[src/rtl/pre_timer_pkg.sv]
package pre_timer_pkg;
  localparam int unsigned CTRL_W    = 32;
  localparam int unsigned BIT_EN    = 0;
  localparam int unsigned BIT_START = 1;
  localparam int unsigned BIT_UP    = 2;
  localparam int unsigned BIT_AUTO  = 3;
  localparam int unsigned BIT_IRQ   = 4;
  localparam int unsigned BIT_SRST  = 5;
  localparam int unsigned PSC_LSB   = 16;
endpackage

[src/rtl/pre_timer_div.sv]
module pre_timer_div #(
  parameter int unsigned PSC_W = 8
) (
  input  logic             clk_i,
  input  logic             rst_ni,
  input  logic             clr_i,
  input  logic             run_i,
  input  logic [PSC_W-1:0] psc_i,
  output logic             tick_o
);
  logic [PSC_W-1:0] phase_q;

  // >= keeps the period bounded if the prescale shrinks mid-run
  assign tick_o = run_i && (phase_q >= psc_i);

  always_ff @(posedge clk_i or negedge rst_ni) begin
    if (!rst_ni)     phase_q <= '0;
    else if (clr_i)  phase_q <= '0;
    else if (tick_o) phase_q <= '0;
    else if (run_i)  phase_q <= phase_q + PSC_W'(1);
  end
endmodule

[src/rtl/pre_timer_cnt.sv]
module pre_timer_cnt #(
  parameter int unsigned CNT_W = 32
) (
  input  logic             clk_i,
  input  logic             rst_ni,
  input  logic             clr_i,
  input  logic             load_i,
  input  logic             load_up_i,
  input  logic             tick_i,
  input  logic             up_i,
  input  logic             auto_i,
  input  logic [CNT_W-1:0] preload_i,
  output logic [CNT_W-1:0] count_o,
  output logic             hit_o
);
  logic [CNT_W-1:0] count_q, count_d;
  logic             at_end;

  assign at_end  = up_i ? (count_q == preload_i) : (count_q == '0);
  assign hit_o   = tick_i && at_end && !load_i && !clr_i;
  assign count_o = count_q;

  always_comb begin
    count_d = count_q;
    if (clr_i)        count_d = '0;
    else if (load_i)  count_d = load_up_i ? '0 : preload_i;
    else if (tick_i) begin
      if (at_end) begin
        if (auto_i) count_d = up_i ? '0 : preload_i;
      end else begin
        count_d = up_i ? count_q + CNT_W'(1) : count_q - CNT_W'(1);
      end
    end
  end

  always_ff @(posedge clk_i or negedge rst_ni) begin
    if (!rst_ni) count_q <= '0;
    else         count_q <= count_d;
  end
endmodule

[src/rtl/pre_timer.sv]
module pre_timer
  import pre_timer_pkg::*;
#(
  parameter int unsigned CNT_W = 32,
  parameter int unsigned PSC_W = 8
) (
  input  logic              clk_i,
  input  logic              rst_ni,
  input  logic              ctrl_we_i,
  input  logic              preload_we_i,
  input  logic [CTRL_W-1:0] wdata_i,
  input  logic              flag_clr_i,
  output logic [CTRL_W-1:0] ctrl_o,
  output logic [CNT_W-1:0]  preload_o,
  output logic [CNT_W-1:0]  count_o,
  output logic              flag_o,
  output logic              irq_o
);
  localparam logic [CTRL_W-1:0] LOW_MASK  = CTRL_W'(32'h1f);
  localparam logic [CTRL_W-1:0] PSC_MASK  = CTRL_W'((1 << PSC_W) - 1) << PSC_LSB;
  localparam logic [CTRL_W-1:0] KEEP_MASK = LOW_MASK | PSC_MASK;

  logic [CTRL_W-1:0] ctrl_q;
  logic [CNT_W-1:0]  preload_q;
  logic              srst_q, flag_q;
  logic              srst_wr, start_rise, run, tick, hit;

  assign srst_wr    = ctrl_we_i && wdata_i[BIT_SRST];
  assign start_rise = ctrl_we_i && !srst_wr && wdata_i[BIT_START] && !ctrl_q[BIT_START];
  assign run        = ctrl_q[BIT_EN] && ctrl_q[BIT_START];

  always_ff @(posedge clk_i or negedge rst_ni) begin
    if (!rst_ni) begin
      ctrl_q    <= '0;
      preload_q <= '0;
      srst_q    <= 1'b0;
      flag_q    <= 1'b0;
    end else begin
      srst_q <= srst_wr;
      if (srst_wr)                          ctrl_q <= '0;
      else if (ctrl_we_i)                   ctrl_q <= wdata_i & KEEP_MASK;
      else if (hit && !ctrl_q[BIT_AUTO])    ctrl_q[BIT_START] <= 1'b0;
      if (srst_wr)           preload_q <= '0;
      else if (preload_we_i) preload_q <= wdata_i[CNT_W-1:0];
      if (srst_wr)         flag_q <= 1'b0;
      else if (hit)        flag_q <= 1'b1;
      else if (flag_clr_i) flag_q <= 1'b0;
    end
  end

  pre_timer_div #(.PSC_W(PSC_W)) i_div (
    .clk_i  (clk_i),
    .rst_ni (rst_ni),
    .clr_i  (srst_wr || start_rise),
    .run_i  (run),
    .psc_i  (ctrl_q[PSC_LSB +: PSC_W]),
    .tick_o (tick)
  );

  pre_timer_cnt #(.CNT_W(CNT_W)) i_cnt (
    .clk_i     (clk_i),
    .rst_ni    (rst_ni),
    .clr_i     (srst_wr),
    .load_i    (start_rise),
    .load_up_i (wdata_i[BIT_UP]),
    .tick_i    (tick),
    .up_i      (ctrl_q[BIT_UP]),
    .auto_i    (ctrl_q[BIT_AUTO]),
    .preload_i (preload_q),
    .count_o   (count_o),
    .hit_o     (hit)
  );

  assign ctrl_o    = ctrl_q | (CTRL_W'(srst_q) << BIT_SRST);
  assign preload_o = preload_q;
  assign flag_o    = flag_q;
  assign irq_o     = flag_q && ctrl_q[BIT_IRQ];
endmodule

[config.mk]
export PLATFORM = sky130hd
export DESIGN_NAME = pre_timer
export DESIGN_NICKNAME = d
export VERILOG_FILES = /design/src/rtl/pre_timer_pkg.sv /design/src/rtl/pre_timer_div.sv /design/src/rtl/pre_timer_cnt.sv /design/src/rtl/pre_timer.sv
export SDC_FILE = /design/constraint.sdc
export NUM_CORES = 1
export LEC_CHECK = 0
export CAP_MARGIN = 25
export CORE_ASPECT_RATIO = 0.75
export CORE_MARGIN = 3
export CORE_UTILIZATION = 40
export DETAILED_ROUTE_END_ITERATION = 12
export PLACE_DENSITY_LB_ADDON = 0.12
export RECOVER_POWER = 25
export SLEW_MARGIN = 20
export SYNTH_ARGS = -nofsm -noshare
export SYNTH_HDL_FRONTEND = slang
export SYNTH_SLANG_ARGS = --single-unit
[constraint.sdc]
create_clock -name clk_i -period 3.7 [get_ports clk_i]
set_input_delay 0.74 -clock clk_i [delete_from_list [all_inputs] [get_ports clk_i]]
set_output_delay 0.74 -clock clk_i [all_outputs]
set_load 0.01 [all_outputs]
## Word-level counts from Yosys, hierarchy flattened

Cells that the tools add are included.

| operators by class | value |
|---|---|
| add/sub/neg operators | 3 |
| magnitude comparators | 1 |
| equal/unequal tests | 2 |
| muxes and demuxes | 22 |
| bitwise operators | 1 |
| reductions and logical operators | 24 |

Operator list:

| operator | number |
|---|---|
| $mux W32 | 11 |
| $add A32 B1 Y32 const B | 1 |
| $eq A32 B32 Y1 | 1 |
| $logic_not A32 Y1 | 1 |
| $or A32 B6 Y32 | 1 |
| $sub A32 B1 Y32 const B | 1 |
| $mux W30 | 1 |
| $mux W8 | 3 |
| $reduce_bool A3 Y1 | 4 |
| $logic_and A1 B1 Y1 | 11 |
| $add A8 B1 Y8 const B | 1 |
| $ge A8 B8 Y1 | 1 |
| $mux W1 | 7 |
| $logic_not A1 Y1 | 4 |
| $ne A4 B2 Y1 const B | 1 |
| $reduce_bool A2 Y1 | 2 |
| $reduce_and A2 Y1 | 1 |
| $logic_or A1 B1 Y1 | 1 |

| storage, ports and cells | value |
|---|---|
| register bits | 106 |
| input port bits | 37 |
| output and inout port bits | 98 |
| word-level logic and storage cells | 60 |

## Logic depth before layout (Yosys ltp)

| depth | value |
|---|---|
| depth in word-level cells | 12 |
| depth in mapped cells | 12 |
| depth with buffers taken out | 11 |

## By module

Synthesis repeated with hierarchy kept, for this count alone.

| second synthesis, totals | value |
|---|---|
| cell total of the unflattened synthesis | 700 |
| area, all modules | 6374.9 µm² |

By module, submodules not included:

| module | instances | cells an instance | area each (µm²) |
|---|---|---|---|
| pre_timer_cnt | 1 | 453 | 3638.5 |
| pre_timer | 1 | 166 | 2059.5 |
| pre_timer_div | 1 | 81 | 676.9 |

## Worst setup path after synthesis

Ideal clock, no wire load.

| timing path | value |
|---|---|
| path type | register -> register |
| start point | register ctrl_q[2] |
| end point | register i_cnt.count_q[30] (netlist: i_cnt.count_o[30]) |
| library setup time | 120 ps |
| arrival time | 2988 ps |
| slack | 593 ps |
| cell stages (with the launch flop) | 10 |
| period minus slack after synthesis | 3107 ps |
| path through | dfrtp_1 -> inv_1 -> ha_1 -> a21oi_1 -> or3b_2 -> o22ai_1 -> nor3_1 -> a211oi_1 -> xnor2_1 -> a31o_1 |

| on the way | value |
|---|---|
| word-level cells in the longest chain between the ends | 6 |

RTL lines:

| element | line | RTL |
|---|---|---|
| start: declaration | pre_timer.sv:23 | `logic [CTRL_W-1:0] ctrl_q;` |
| start signal: assignment | pre_timer.sv:41 | `else if (ctrl_we_i) ctrl_q <= wdata_i & KEEP_MASK;` |
| $mux W32 (2 in a row) | pre_timer_cnt.sv:29 | `if (auto_i) count_d = up_i ? '0 : preload_i;` |
| $mux W32 | pre_timer_cnt.sv:28 | `if (at_end) begin` |
| $mux W32 | pre_timer_cnt.sv:27 | `else if (tick_i) begin` |
| $mux W32 | pre_timer_cnt.sv:26 | `else if (load_i) count_d = load_up_i ? '0 : preload_i;` |
| $mux W32 | pre_timer_cnt.sv:25 | `if (clr_i) count_d = '0;` |
| end signal: assignment | pre_timer_cnt.sv:38 | `else count_q <= count_d;` |
| end: declaration | pre_timer_cnt.sv:16 | `logic [CNT_W-1:0] count_q, count_d;` |

Parallel ways exist; a longest one is shown, timed or not. The select of a mux whose other input is x is not followed.
A chain may end at the register's enable or synchronous reset.

## Worst setup path in the final report

| timing path | value |
|---|---|
| start point | register ctrl_q[2] |
| end point | register i_cnt.count_q[31] (netlist: i_cnt.count_o[31]) |

Same word-level chain as after synthesis.

==> summary.md <==
| Metric | Value |
|---|---|
| Area Overhead vs Synth | `26.6%` |
| Most frequent cells in the layout | `clkdlybuf4s50_1, dfrtp_1, nor2_1` |
| Hpwl dp | `about 16,000 um` |
| Crit start category | `register` |
| Distinct cells, synth | `59` |
| Final period util | `92.3%` |
| Total CTS buffers | `9` |
| Setup Buffers After CTS | `0` |
| Critical path class | `register to register` |
| Pwr Total | `4.98 mW` |
| Final number of setup-violating endpoints | `0` |
| Status | `finished, violations left` |
| Setup TNS | `0 ps` |
| PwrDens | `about 630 nW/um^2` |
| GP Congestion | `roughly 0.89` |
| Die height | `about 110 um` |
| First-pass GRT wire length | `about 33,000 um` |
| Placeable Area | `14,800 um^2` |
| Initial DRC count | `around 500` |
| CTS H-tree lvls | `3` |
| CTS tree | `yes` |
| Final hold vios | `0` |
| Max-Cap Viols | `1` |
| Post-CTS sizing | `0` |
| Hold buffer count at CTS | `0` |
| Slew @ Worst Pin | `between 2000 and 3000 ps` |
| Final period demand of the worst path | `~3400 ps` |
| Predominant post-synthesis flop cell | `dfrtp_1` |
| Initial antenna violation count | `0` |
| Clock slew at reported path FFs | `approximately 70 ps` |
| # rows | `38` |
| # IOs | `around 140` |
| FF+latch area | `between 2000 and 2500 um^2` |
| Crit-path slowest cell | `o21ai_0` |
| Most common cell after layout, fill and taps aside | `clkdlybuf4s50_1` |
| Crit path arrival time | `around 3600 ps` |
| Synth Area per Inst | `approximately 8.6 um^2` |
| Crit path cell chain | `inv_1 > buf_4 > ha_1 > a21oi_1 > nand2_1 > a211o_1 > o21ai_0 > a21boi_0 > o21ai_0 > nand3b_1 > a41oi_1 > a21oi_1` |
| Die area | `between 15,000 and 20,000 um^2` |
| GR Overflow Total | `0` |
| Number of diodes | `0` |
| Async S/R FF share, synth | `100%` |
| Worst skew pair latency | `roughly 340 ps` |
| CP peak stage delay | `about 460 ps` |
| Clk sinks | `87` |
| Cell Area, Synth | `6220 um^2` |
| Maximum clock rate | `between 200 and 300 MHz` |
| Vias in the first global route | `just under 6,000` |
| Final ANT Viol Nets | `0` |
| Final setup skew | `8.23 ps` |
| Pin count of the biggest net entering global routing | `51` |
| Die Span X | `~150 um` |
| #FFs+latches synth | `87` |
| Pleak | `3.54 nW` |
| Worst VDD drop | `between 200 and 300 uV` |
| Drt wl/cell | `20.3 um` |
| Area occupied by multi-input gates | `3730 um^2` |
| Unrepaired setup endpoints after global routing | `false` |
| Clk root buf | `clkbuf_16` |
| Synthesized netlist cell count | `724` |
| Max-slew violation count | `between 50 and 60` |
| First-pass iteration count of the detailed router | `5` |
| Port Buffers | `116` |
| CP endpoint kind | `register` |
| Worst hold path class | `register to register` |
| Final nets | `between 900 and 1,000` |
| Fillers | `~1,400` |
| Via density | `5.73` |
| Max Buffers Root-to-Sink | `2` |
| Register area share after synthesis | `a little over a third` |
| # DRC | `0` |
| Slew margin rel. | `-90.2%` |
| Failing checks | `max-capacitance violations, max-slew violations` |
| Final wirelength | `between 20,000 and 25,000 um` |
| Number of flops mapped to enable cells by yosys | `0` |
| GRT Total Usage | `between 20% and 30%` |
| Initial Utilization | `a little over two fifths` |
| CP required | `~4000 ps` |
| Vias post-DR | `about 6,000` |
| Fraction of layout cells with a size suffix above 1 | `between 5 and 6%` |
| CP max FO | `18` |
| YS warnings | `0` |
[final cells by class]
cell class	instances	share of cell area, %
multi-input combinational	577	47.4
tap	200	3.18
clock buffer	10	2.91
timing repair buffer	138	16.6
inverter	29	1.38
sequential	87	27.6
clock inverter	6	0.874
[cell families (layout without fill, tap and decap cells)]
| logic type | count (synthesis) | count (layout) | synth area share, % |
|---|---|---|---|
| and+or+nand+nor | 232 | 232 | 17.1 |
| AOI/OAI and AO/OA | 199 | 199 | 20.6 |
| xor gates and xnor gates | 55 | 55 | 7.74 |
| buffers and inverters | 77 | 183 | 6.05 |
| other | 1 | 18 | 0.0603 |
| muxes | 33 | 33 | 5.31 |
| DFF | 87 | 87 | 35.0 |
| adders and majority gates | 40 | 40 | 8.17 |
[per-layer routing]
| metal | up-vias | track usage (%) | share of wire, % |
|---|---|---|---|
| met2 | 240 | 38.6 | 45 |
| li1 | 2801 | - | - |
| met1 | 2942 | 36.9 | 48 |
| met4 | 0 | 4.27 | 0.91 |
| met3 | 13 | 3.97 | 5.8 |
| met5 | - | 0 | 0 |
[sequential cells by signal, summed over array words and instances, names as in the netlist]
signal and flops:
ctrl_q 13, preload_o 32, srst_q 1, flag_o 1, i_cnt.count_o 32, i_div.phase_q 8
[stage by stage]
stage	hold WS, ps	area, um^2	instances	worst slack, ps	util [%]
2_1_floorplan	444	6280	741	593	-
3_3_place_gp	516	7590	1031	437	51.1
3_5_place_dp	524	7590	1031	424	51.1
4_1_cts	450	7880	1047	368	53.1
5_1_grt	573	7880	1047	110	53.1
6_report	533	7880	1047	286	53.1
[report_power, final]
part	switching [mW]	leakage (nW)	internal (mW)	total, mW
clock network	0.402	0.143	0.529	0.931
logic	1.43	2.27	1.24	2.66
registers	0.291	1.13	1.10	1.39
total	2.12	3.54	2.87	4.98
[cells in the mapped netlist, types with 11 or more instances]
| library cell | count | area, um^2 |
|---|---|---|
| a21o_1 | 16 | 120 |
| a21oi_1 | 34 | 170 |
| a221oi_1 | 13 | 114 |
| a22oi_1 | 13 | 97.6 |
| buf_4 | 22 | 165 |
| clkbuf_1 | 18 | 67.6 |
| dfrtp_1 | 87 | 2180 |
| ha_1 | 39 | 488 |
| inv_1 | 29 | 109 |
| mux2i_1 | 33 | 330 |
| nand2_1 | 71 | 267 |
| nand4_1 | 12 | 75.1 |
| nor2_1 | 80 | 300 |
| nor3_1 | 15 | 75.1 |
| nor4_1 | 11 | 68.8 |
| o21ai_0 | 73 | 365 |
| xnor2_1 | 39 | 342 |
| xor2_1 | 16 | 140 |
[path summary, 6_finish.rpt]
check	end	from	slack, ps	cells past startpoint
setup reg to reg	i_cnt.count_o[31]	ctrl_q[2]	290	12
hold reg to reg	i_div.phase_q[4]	i_div.phase_q[4]	530	1
min in group asynchronous	preload_o[25]	rst_ni	1310	1
hold / removal	i_div.phase_q[4]	i_div.phase_q[4]	530	1
max in group asynchronous	i_div.phase_q[5]	rst_ni	650	2
setup / recovery	i_cnt.count_o[31]	ctrl_q[2]	290	12
[critical path: cells and delay by family, from the launching register on]
kind            cells  cell delay [ps]
flops               1              440
simple gates        2              260
buf+inv             2              350
compound gates      7             1900
fa+ha+maj           1              350
Note: power is estimated with default switching activity, not from simulation.
